--- config.mk ---
export PLATFORM = sky130hd
export DESIGN_NAME = mac_exec_unit
export DESIGN_NICKNAME = d
export VERILOG_FILES = /design/src/rtl/mac_pkg.sv /design/src/rtl/mac_ctrl.sv /design/src/rtl/mac_datapath.sv /design/src/rtl/mac_exec_unit.sv
export SDC_FILE = /design/constraint.sdc
export NUM_CORES = 2
export LEC_CHECK = 0
export BUFFER_PORTS_ARGS = -buffer_cell sky130_fd_sc_hd__buf_2
export CORE_ASPECT_RATIO = 1.75
export CORE_UTILIZATION = 42
export CTS_BUF_LIST = sky130_fd_sc_hd__clkbuf_2 sky130_fd_sc_hd__clkbuf_4 sky130_fd_sc_hd__clkbuf_8
export CTS_CLUSTER_SIZE = 25
export DETAILED_ROUTE_END_ITERATION = 6
export GPL_ROUTABILITY_DRIVEN = 1
export PLACE_DENSITY = 0.56
export SLEW_MARGIN = 10
export SYNTH_ARGS = -nofsm -noshare
export SYNTH_HDL_FRONTEND = slang
export SYNTH_SLANG_ARGS = --single-unit
--- constraint.sdc ---
create_clock -name clk -period 39.4 [get_ports clk]
set_clock_uncertainty 0.05 [all_clocks]
set_input_delay 7.88 -clock clk [delete_from_list [all_inputs] [get_ports clk]]
set_output_delay 7.88 -clock clk [all_outputs]
set_load 0.05 [all_outputs]
--- src/rtl/mac_pkg.sv ---
package mac_pkg;
  parameter int XLEN   = 64;
  parameter int IDX_W  = 5;
  localparam int HALF  = XLEN / 2;

  typedef enum logic [1:0] {
    ACC_LOAD    = 2'd0,
    ACC_ADD     = 2'd1,
    ACC_SUB     = 2'd2,
    ACC_NEGLOAD = 2'd3
  } accOp_e;

  typedef struct packed {
    logic   commit;     // update accumulator this edge
    logic   loOnly;     // add product to full LO register only
    logic   signedMul;  // signed operands
    accOp_e accOp;
    logic   pickHigh;   // return upper half
    logic   writeBack;  // drive write-back strobe
    logic   illegal;    // unrecognised encoding
  } macCtrl_t;
endpackage

--- src/rtl/mac_ctrl.sv ---
module mac_ctrl
  import mac_pkg::*;
#(
  parameter int IW = IDX_W
) (
  input  logic          instrValid,
  input  logic [5:0]    opField,
  input  logic [IW-1:0] rdField,
  input  logic [4:0]    saField,
  input  logic [5:0]    fnField,
  output macCtrl_t      ctrl
);
  logic    legal;
  logic    sgn, hiSel, wb, loOnly;
  accOp_e  op;

  always_comb begin
    legal  = 1'b0;
    sgn    = 1'b1;
    hiSel  = 1'b0;
    wb     = 1'b1;
    loOnly = 1'b0;
    op     = ACC_ADD;
    if (opField == 6'b000000) begin
      unique case (fnField)
        6'b101000: begin
          unique case (saField)
            5'b00000: begin legal = (rdField == '0); wb = 1'b0; end
            5'b00100: begin legal = 1'b1; op = ACC_LOAD; end
            5'b00101: begin legal = 1'b1; op = ACC_LOAD; sgn = 1'b0; end
            5'b01100: begin legal = 1'b1; op = ACC_LOAD; hiSel = 1'b1; end
            5'b01101: begin legal = 1'b1; op = ACC_LOAD; hiSel = 1'b1; sgn = 1'b0; end
            5'b00010: begin legal = 1'b1; end
            5'b00011: begin legal = 1'b1; sgn = 1'b0; end
            5'b01010: begin legal = 1'b1; hiSel = 1'b1; end
            5'b01011: begin legal = 1'b1; hiSel = 1'b1; sgn = 1'b0; end
            default:  legal = 1'b0;
          endcase
        end
        6'b101001: begin
          legal  = (rdField == '0) && (saField == 5'b00000);
          loOnly = 1'b1;
          wb     = 1'b0;
        end
        6'b011000, 6'b011001: begin
          sgn = ~fnField[0];
          unique case (saField)
            5'b00011: begin legal = 1'b1; op = ACC_NEGLOAD; end
            5'b01011: begin legal = 1'b1; op = ACC_NEGLOAD; hiSel = 1'b1; end
            5'b00111: begin legal = 1'b1; op = ACC_SUB; end
            5'b01111: begin legal = 1'b1; op = ACC_SUB; hiSel = 1'b1; end
            default:  legal = 1'b0;
          endcase
        end
        default: legal = 1'b0;
      endcase
    end
  end

  always_comb begin
    ctrl.commit    = instrValid & legal;
    ctrl.loOnly    = loOnly;
    ctrl.signedMul = sgn;
    ctrl.accOp     = op;
    ctrl.pickHigh  = hiSel;
    ctrl.writeBack = instrValid & legal & wb;
    ctrl.illegal   = instrValid & ~legal;
  end
endmodule

--- src/rtl/mac_datapath.sv ---
module mac_datapath
  import mac_pkg::*;
#(
  parameter int W  = XLEN,
  parameter int IW = IDX_W
) (
  input  logic          clk,
  input  logic          rstN,
  input  macCtrl_t      ctrl,
  input  logic [IW-1:0] rdField,
  input  logic [W/2-1:0] opA,
  input  logic [W/2-1:0] opB,
  output logic [W-1:0]  hiReg,
  output logic [W-1:0]  loReg,
  output logic [IW-1:0] wbIdxReg,
  output logic [W-1:0]  wbDataReg,
  output logic          wbEnReg,
  output logic          illegalReg
);
  localparam int H = W / 2;

  logic signed [H:0]     extA, extB;
  logic signed [2*H+1:0] prodFull;
  logic [W-1:0]          product, accNow, accNext, loNext;
  logic [1:0]            unusedProdTop;

  // one multiplier for both signednesses: extend by one bit
  assign extA     = {ctrl.signedMul & opA[H-1], opA};
  assign extB     = {ctrl.signedMul & opB[H-1], opB};
  assign prodFull = extA * extB;
  assign product  = prodFull[W-1:0];
  assign unusedProdTop = prodFull[2*H+1:2*H];

  assign accNow = {hiReg[H-1:0], loReg[H-1:0]};

  always_comb begin
    unique case (ctrl.accOp)
      ACC_LOAD:    accNext = product;
      ACC_ADD:     accNext = accNow + product;
      ACC_SUB:     accNext = accNow - product;
      ACC_NEGLOAD: accNext = '0 - product;
      default:     accNext = product;
    endcase
  end

  assign loNext = loReg + product;

  always_ff @(posedge clk) begin
    if (!rstN) begin
      hiReg      <= '0;
      loReg      <= '0;
      wbIdxReg   <= '0;
      wbDataReg  <= '0;
      wbEnReg    <= 1'b0;
      illegalReg <= 1'b0;
    end else begin
      wbEnReg    <= ctrl.writeBack;
      illegalReg <= ctrl.illegal;
      if (ctrl.commit) begin
        if (ctrl.loOnly) begin
          loReg <= loNext;
        end else begin
          hiReg <= {{H{accNext[W-1]}}, accNext[W-1:H]};
          loReg <= {{H{accNext[H-1]}}, accNext[H-1:0]};
        end
      end
      if (ctrl.writeBack) begin
        wbIdxReg  <= rdField;
        wbDataReg <= ctrl.pickHigh ? {{H{accNext[W-1]}}, accNext[W-1:H]}
                                   : {{H{accNext[H-1]}}, accNext[H-1:0]};
      end
    end
  end
endmodule

--- src/rtl/mac_exec_unit.sv ---
module mac_exec_unit
  import mac_pkg::*;
(
  input  logic             clk,
  input  logic             rstN,
  input  logic             instrValid,
  input  logic [31:0]      instrWord,
  input  logic [XLEN-1:0]  srcA,
  input  logic [XLEN-1:0]  srcB,
  output logic [XLEN-1:0]  hiOut,
  output logic [XLEN-1:0]  loOut,
  output logic [IDX_W-1:0] wbIndex,
  output logic [XLEN-1:0]  wbData,
  output logic             wbEnable,
  output logic             illegalOp
);
  macCtrl_t ctrl;
  logic     unusedBits;

  // register specifiers arrive pre-read as srcA/srcB; upper source bits unused
  assign unusedBits = ^{instrWord[25:16], srcA[XLEN-1:HALF], srcB[XLEN-1:HALF]};

  mac_ctrl #(.IW(IDX_W)) u_ctrl (
    .instrValid (instrValid),
    .opField    (instrWord[31:26]),
    .rdField    (instrWord[15:11]),
    .saField    (instrWord[10:6]),
    .fnField    (instrWord[5:0]),
    .ctrl       (ctrl)
  );

  mac_datapath #(.W(XLEN), .IW(IDX_W)) u_dp (
    .clk        (clk),
    .rstN       (rstN),
    .ctrl       (ctrl),
    .rdField    (instrWord[15:11]),
    .opA        (srcA[HALF-1:0]),
    .opB        (srcB[HALF-1:0]),
    .hiReg      (hiOut),
    .loReg      (loOut),
    .wbIdxReg   (wbIndex),
    .wbDataReg  (wbData),
    .wbEnReg    (wbEnable),
    .illegalReg (illegalOp)
  );
endmodule

== Word-level counts from Yosys, hierarchy flattened ==
Cells that the tools add are included.
Word-level totals
  logic and storage cells: 74
  output and inout port bits: 199
  flip-flop bits (word level): 167
  input port bits: 163
Cells by class
  reduce and logical (&&, ||, !) cells: 15
  eq/ne operators: 17
  multiply operators: 1
  add/subtract/negate cells: 4
  muxes and demuxes: 23
  bitwise gates (word level): 8
Operators by type and width (number)
  $pmux W64 S4: 1
  $add A64 B64 Y64: 2
  $mux W64: 2
  $mul A33 B33 Y64: 1
  $sub A1 B64 Y64 const A: 1
  $sub A64 B64 Y64: 1
  $eq A5 B4 Y1 const B: 5
  $reduce_or A4 Y1: 4
  $eq A5 B3 Y1 const B: 3
  $eq A6 B5 Y1 const B: 2
  $eq A6 B6 Y1 const B: 2
  $mux W1: 12
  $eq A5 B2 Y1 const B: 2
  $logic_not A5 Y1: 2
  $pmux W1 S2: 4
  $pmux W2 S2: 2
  $reduce_or A2 Y1: 4
  $reduce_or A8 Y1: 1
  $logic_not A6 Y1: 1
  $and A1 B1 Y1: 5
  $eq A2 B2 Y1 const B: 2
  $not A1 Y1: 3
  $pmux W1 S3: 1
  $eq A2 B1 Y1 const B: 1
  other kinds (4): 4

== Longest topological paths before layout ==
  depth after elaboration: 10
  depth in mapped cells: 50
  depth with buffers taken out: 49

== Hierarchy ==
A second synthesis with hierarchy kept.
Second synthesis, totals
  cell total of the unflattened synthesis: 6640
  area total of the unflattened synthesis: 54980.2 um2
By module, submodules not included
  mac_datapath: sequential area each 2702.6 um2, times used 1, area an instance 54742.5 um2, cells an instance 6602
  mac_ctrl: sequential area each 0.0 um2, times used 1, area an instance 237.7 um2, cells an instance 38

== Worst setup path before layout ==
Ideal clock, no wire load.
  path kind: input to register
  from: in instrWord[1]
  to: reg u_dp.hiReg[24]
  library setup time: 0.070 ns
  data arrival time: 18.992 ns
  data required time: 39.280 ns
  path slack: 20.288 ns
  stages on the path: 48
  path buffers: 4
  cell sequence: or3b_1 or3b_1 nor4_1 a22oi_1 nor2_1 nor2b_1 clkbuf_1 nand2_1 inv_1 fa_1 inv_1 fa_1 inv_1 fa_1 fa_1 inv_1 fa_1 fa_1 [... 12 more ...] clkbuf_1 a21o_1 a21oi_1 o21ai_0 a21o_1 a41o_1 a31o_2 o221ai_1 a22oi_2 a311o_2 a41oi_1 and2_1 buf_4 a2111oi_0 or4_1 a31oi_1 nand2_1 a21oi_1
Between the ends
  word-level cells in the longest chain between the ends: 8
  elaborated cells between the ends (all ways): 27
  those cells by class: add/sub (3); mul (1); eq/ne (7); mux (9); bitwise (4); reduce/logical (3)
Ends and longest elaborated chain
  start, declared: line mac_exec_unit.sv:7  | input logic [31:0] instrWord,
  $eq A6 B5 Y1: line mac_ctrl.sv:25  | unique case (fnField)
  $reduce_or A2 Y1: line mac_ctrl.sv:25
  $pmux W1 S2: line mac_ctrl.sv:25
  $mux W1: line mac_ctrl.sv:24  | if (opField == 6'b000000) begin
  $and A1 B1 Y1, on equally long branches: line mac_datapath.sv:28, mac_datapath.sv:29
  $mul A33 B33 Y64: line mac_datapath.sv:30  | assign prodFull = extA * extB;
  $sub A1 B64 Y64, or another cell as far along: line mac_datapath.sv:41  | ACC_NEGLOAD: accNext = '0 - product;
  $pmux W64 S4: line mac_datapath.sv:37  | unique case (ctrl.accOp)
  end signal, assigned: line mac_datapath.sv:63  | hiReg <= {{H{accNext[W-1]}}, accNext[W-1:H]};
  end, declared: line mac_datapath.sv:13  | output logic [W-1:0] hiReg,
Several ways; a longest one is shown, not always the timed one.
A chain may end at the register's enable or synchronous reset.

== Final worst setup path ==
  from: in instrWord[1]
  to: reg u_dp.wbDataReg[25]
Between the ends
  word-level cells in the longest chain between the ends: 9
  elaborated cells between the ends (all ways): 29
  those cells by class: add/sub (3); mul (1); eq/ne (7); mux (12); bitwise (4); reduce/logical (2)
Ends and longest elaborated chain
  $eq A6 B5 Y1: line mac_ctrl.sv:25
  $reduce_or A2 Y1: line mac_ctrl.sv:25
  $pmux W1 S2: line mac_ctrl.sv:25
  $mux W1: line mac_ctrl.sv:24
  $and A1 B1 Y1, on equally long branches: line mac_datapath.sv:28, mac_datapath.sv:29
  $mul A33 B33 Y64: line mac_datapath.sv:30
  $sub A1 B64 Y64, or another cell as far along: line mac_datapath.sv:41
  $pmux W64 S4: line mac_datapath.sv:37
  $mux W64: line mac_datapath.sv:69  | wbDataReg <= ctrl.pickHigh ? {{H{accNext[W-1]}}, accNext[W-1:H]}
  end signal, assigned: line mac_datapath.sv:69
  end, declared: line mac_datapath.sv:16  | output logic [W-1:0] wbDataReg,
Several ways; a longest one is shown, not always the timed one.

==> out/results.txt <==
The post-CTS clock slew at the launch and capture registers of the worst setup and hold paths was 0.09 ns. In this run, post-CTS hold repair placed 0 buffers. The layer with the highest usage after global routing is met2.

The detailed-route vias per instance is 5.500, and the buffering stage count on the worst path with inverters included is 6. The number of pins exceeding their max-slew limit in the final report came out at 0. Global-route met1 utilization: 31.51%.

For the largest net degree at the start of global routing, the log shows 68. Sequential cells were found to cover 5.050% of the synthesized design area. Cell chosen for the clock root: sky130_fd_sc_hd__clkbuf_8. The post-synthesis cell area is 53,510 µm². The transition time at the pin with the least slew margin is 1.279 ns, and the area of combinational cells with multiple inputs is 44,570 µm².

For this run, the leading register cell type out of synthesis is sky130_fd_sc_hd__dfxtp_1. The first global-routing pass estimated 278,800 µm of wire. STA classifies the critical path startpoint as an input port.

The number of antenna violations at the first check in global routing is 1, and the final number of setup-violating endpoints is 0. Type of the worst setup path: in -> reg. The highest fanout seen on the critical path was 21. The tools report the count of synthesis-stage warnings from yosys as 0. The critical path's slowest cell was sky130_fd_sc_hd__fa_1. The logs give 4 for the number of levels in the clock H-tree and 0 for the max-capacitance violation count. The logs give 0 for the number of failing hold endpoints at the final stage and 139,400 µm for the half-perimeter wire length after placement. Total number of vias: 44,250. The class of the tightest hold or removal check was reg -> reg. TritonCTS built the clock tree.

For the number of nets produced by synthesis, the log shows 8,038. Among the stages of the critical path, the cell type that occurs most often is sky130_fd_sc_hd__fa_1. The run finished with clean final reports. The total core area is 125,900 µm². The maximum count of clock buffers along a single path came out at 2. For the total routing resource utilization after global routing, the log shows 28.46%. Before antenna repair, the detailed router went through 6 iterations. In this run the core area contains 172 standard-cell rows. I/O pin total: 362. Area growth from synthesis to final layout: 4.966%.

Synthesis handed over a netlist of 6,394 instances. The run gives 113 as the number of distinct standard cells referenced by the synthesized netlist. Critical path's top delay family: adder cells.

Global routing used 52.10% of the available met2 tracks. Once the clock tree was built, the setup fixing pass inserted 0 buffers. The data arrival time at the worst-slack endpoint was 22.68 ns; the met3 usage in global routing was 2.773%.

The share of synthesized registers carrying an async set or reset was 0%. The first routing iteration left 2,566 violations. The logs give 0 for the post-CTS resize count and 0 for the number of remaining DRC errors. The final layout contains routed wiring with a total length of 177,900 µm. The clock network latency to the later pin of the worst-skew pair is 0.54 ns, and the per-instance average area after synthesis is 8.369 µm². Setup repair after global routing left no endpoint under its margin. At the worst endpoint, the required time is 39.82 ns.

The die is 474.2 µm tall. Buffers placed on the I/O ports in this run total 287. The die covers 128,900 µm².

STA classifies the critical path endpoint as a flop. Number of global-route vias before repair: 48,040. The logs give 14.73% for the relative slew slack and 8,023 for the number of nets in the final layout.

For this design, the sink count on the clock tree is 135. The total CTS buffers is 17, and the weighted congestion reported at the end of routability-driven placement is 0.9305. Adding up every negative setup slack in the final design gives 0 ns.

The detailed-route wire length per cell was 22.11 µm; the horizontal extent of the die was 271.8 µm. The achievable clock frequency was 0.04493 GHz. For this run, the slowest stage of the critical path takes 0.87 ns. In the final layout, flip-flops and latches occupy 2703 µm². After layout, the worst path uses 56.49% of the clock period. The logs give 12,860 for the fill cell total of the finished layout and 0 for the remaining number of nets flagged by the antenna check after routing. Once the floorplan was initialized, standard cells occupied 42.51% of the core. The total grt overflow was 0; the share of cells above drive strength 1 was 7.416%. The number of register bits inferred by synthesis was 135.

The number of enable flip-flop cells after synthesis is 0. The worst path needs 22.26 ns of the cycle, external delays included.
per-layer routing:
| metal | share of wire, % | wire, µm |
|---|---|---|
| met2 | 52 | 92480 |
| met1 | 36 | 64110 |
| met4 | 7.2 | 12770 |
| met5 | 0 | 0 |
| met3 | 4.8 | 8577 |
worst register-to-register path, delay by kind of cell (launching register included):
family | cells | cell delay [ns]
xor+xnor | 1 | 0.13
compound gates | 10 | 3.74
flops | 1 | 0.40
simple gates | 4 | 1.19
fa+ha+maj | 1 | 0.44
registers in the layout, indices dropped and copies added (netlist names):
register,cells
u_dp.hiReg,32
u_dp.illegalReg,1
u_dp.loReg,64
u_dp.wbDataReg,32
u_dp.wbEnReg,1
u_dp.wbIdxReg,5
Yosys cell counts, types with 31 or more instances:
master | n | area share, %
sky130_fd_sc_hd__o211ai_1 | 56 | 0.79
sky130_fd_sc_hd__fa_1 | 1127 | 42
sky130_fd_sc_hd__xor2_1 | 58 | 0.95
sky130_fd_sc_hd__ha_1 | 354 | 8.3
sky130_fd_sc_hd__nand3_1 | 60 | 0.56
sky130_fd_sc_hd__nor3_1 | 45 | 0.42
sky130_fd_sc_hd__buf_4 | 66 | 0.93
sky130_fd_sc_hd__dfxtp_1 | 135 | 5.1
sky130_fd_sc_hd__inv_1 | 1191 | 8.4
sky130_fd_sc_hd__nand2b_1 | 33 | 0.39
sky130_fd_sc_hd__a211oi_1 | 51 | 0.72
sky130_fd_sc_hd__nand2_1 | 1039 | 7.3
sky130_fd_sc_hd__clkbuf_1 | 294 | 2.1
sky130_fd_sc_hd__a21oi_1 | 328 | 3.1
sky130_fd_sc_hd__xnor2_1 | 135 | 2.2
sky130_fd_sc_hd__nor2_1 | 276 | 1.9
sky130_fd_sc_hd__a21o_1 | 119 | 1.7
sky130_fd_sc_hd__o21bai_1 | 31 | 0.43
sky130_fd_sc_hd__o21ai_0 | 195 | 1.8
sky130_fd_sc_hd__and2_1 | 365 | 4.3
worst paths after layout:
check	to	from	cells past startpoint	slack, ns
setup / recovery	u_dp.wbDataReg[25]	instrWord[1]	41	17.14
hold / removal	u_dp.wbIdxReg[3]	u_dp.wbIdxReg[3]	2	0.41
setup reg to reg	u_dp.wbDataReg[28]	u_dp.loReg[24]	16	33.36
hold reg to reg	u_dp.wbIdxReg[3]	u_dp.wbIdxReg[3]	2	0.41
area by class of cell:
type                            instances  area share (%)
Clock inverter                         13          0.3074
Antenna cell                            1        0.004455
Inverter                             1193           7.972
Sequential cell                       135           4.811
Timing Repair Buffer                  352           3.426
Multi-Input combinational cell       4680           79.35
Clock buffer                           19          0.4433
Tap cell                             1653           3.682
metrics by stage:
step	hold slack (ns)	instance area, µm²	utilization (%)	setup WS, ns	instances
final	0.4096	56170	44.62	17.14	8046
after CTS	0.4121	56170	44.62	17.18	8045
after detailed placement	0.3974	55750	44.28	16.63	8013
after global placement	0.3899	55750	44.28	16.75	8013
after global routing	0.4376	56170	44.62	16.51	8046
after floorplan	0.6215	53510	-	20.29	6394
kinds of logic (layout without fill, tap and decap cells):
group / count (synthesis) / count (layout) / share of synthesized area [%]
flip-flops: 135 / 135 / 5.050
AO/OA/AOI/OAI: 1037 / 1037 / 12.63
other: 0 / 1 / 0
AND/OR/NAND/NOR: 1949 / 1949 / 16.51
XOR/XNOR: 199 / 199 / 3.388
adder cells (fa/ha/maj): 1483 / 1483 / 50.47
buffers and inverters: 1579 / 1577 / 11.72
multiplexers: 12 / 12 / 0.2268
placed cells by master, fill, tap and decap left out, types with 12 or more instances in the layout:
master and instances:
sky130_fd_sc_hd__inv_1 1190, sky130_fd_sc_hd__fa_1 1127, sky130_fd_sc_hd__nand2_1 1034, sky130_fd_sc_hd__and2_1 363
sky130_fd_sc_hd__ha_1 354, sky130_fd_sc_hd__a21oi_1 328, sky130_fd_sc_hd__buf_2 287, sky130_fd_sc_hd__nor2_1 275
sky130_fd_sc_hd__o21ai_0 195, sky130_fd_sc_hd__xnor2_1 135, sky130_fd_sc_hd__dfxtp_1 135, sky130_fd_sc_hd__a21o_1 119
sky130_fd_sc_hd__buf_4 65, sky130_fd_sc_hd__nand3_1 60, sky130_fd_sc_hd__xor2_1 58, sky130_fd_sc_hd__o211ai_1 56
sky130_fd_sc_hd__a211oi_1 51, sky130_fd_sc_hd__nor3_1 44, sky130_fd_sc_hd__nand2b_1 32, sky130_fd_sc_hd__o21bai_1 31
sky130_fd_sc_hd__a31oi_1 29, sky130_fd_sc_hd__o21a_1 26, sky130_fd_sc_hd__nand4_1 23, sky130_fd_sc_hd__or2_2 23
sky130_fd_sc_hd__and3_1 20, sky130_fd_sc_hd__nor2b_1 20, sky130_fd_sc_hd__o31ai_1 19, sky130_fd_sc_hd__clkbuf_8 17
sky130_fd_sc_hd__or3_1 13, sky130_fd_sc_hd__o211a_1 12
Power is not shown: default switching activity piles up to over one toggle a cycle in this logic, so the estimate is an artifact.
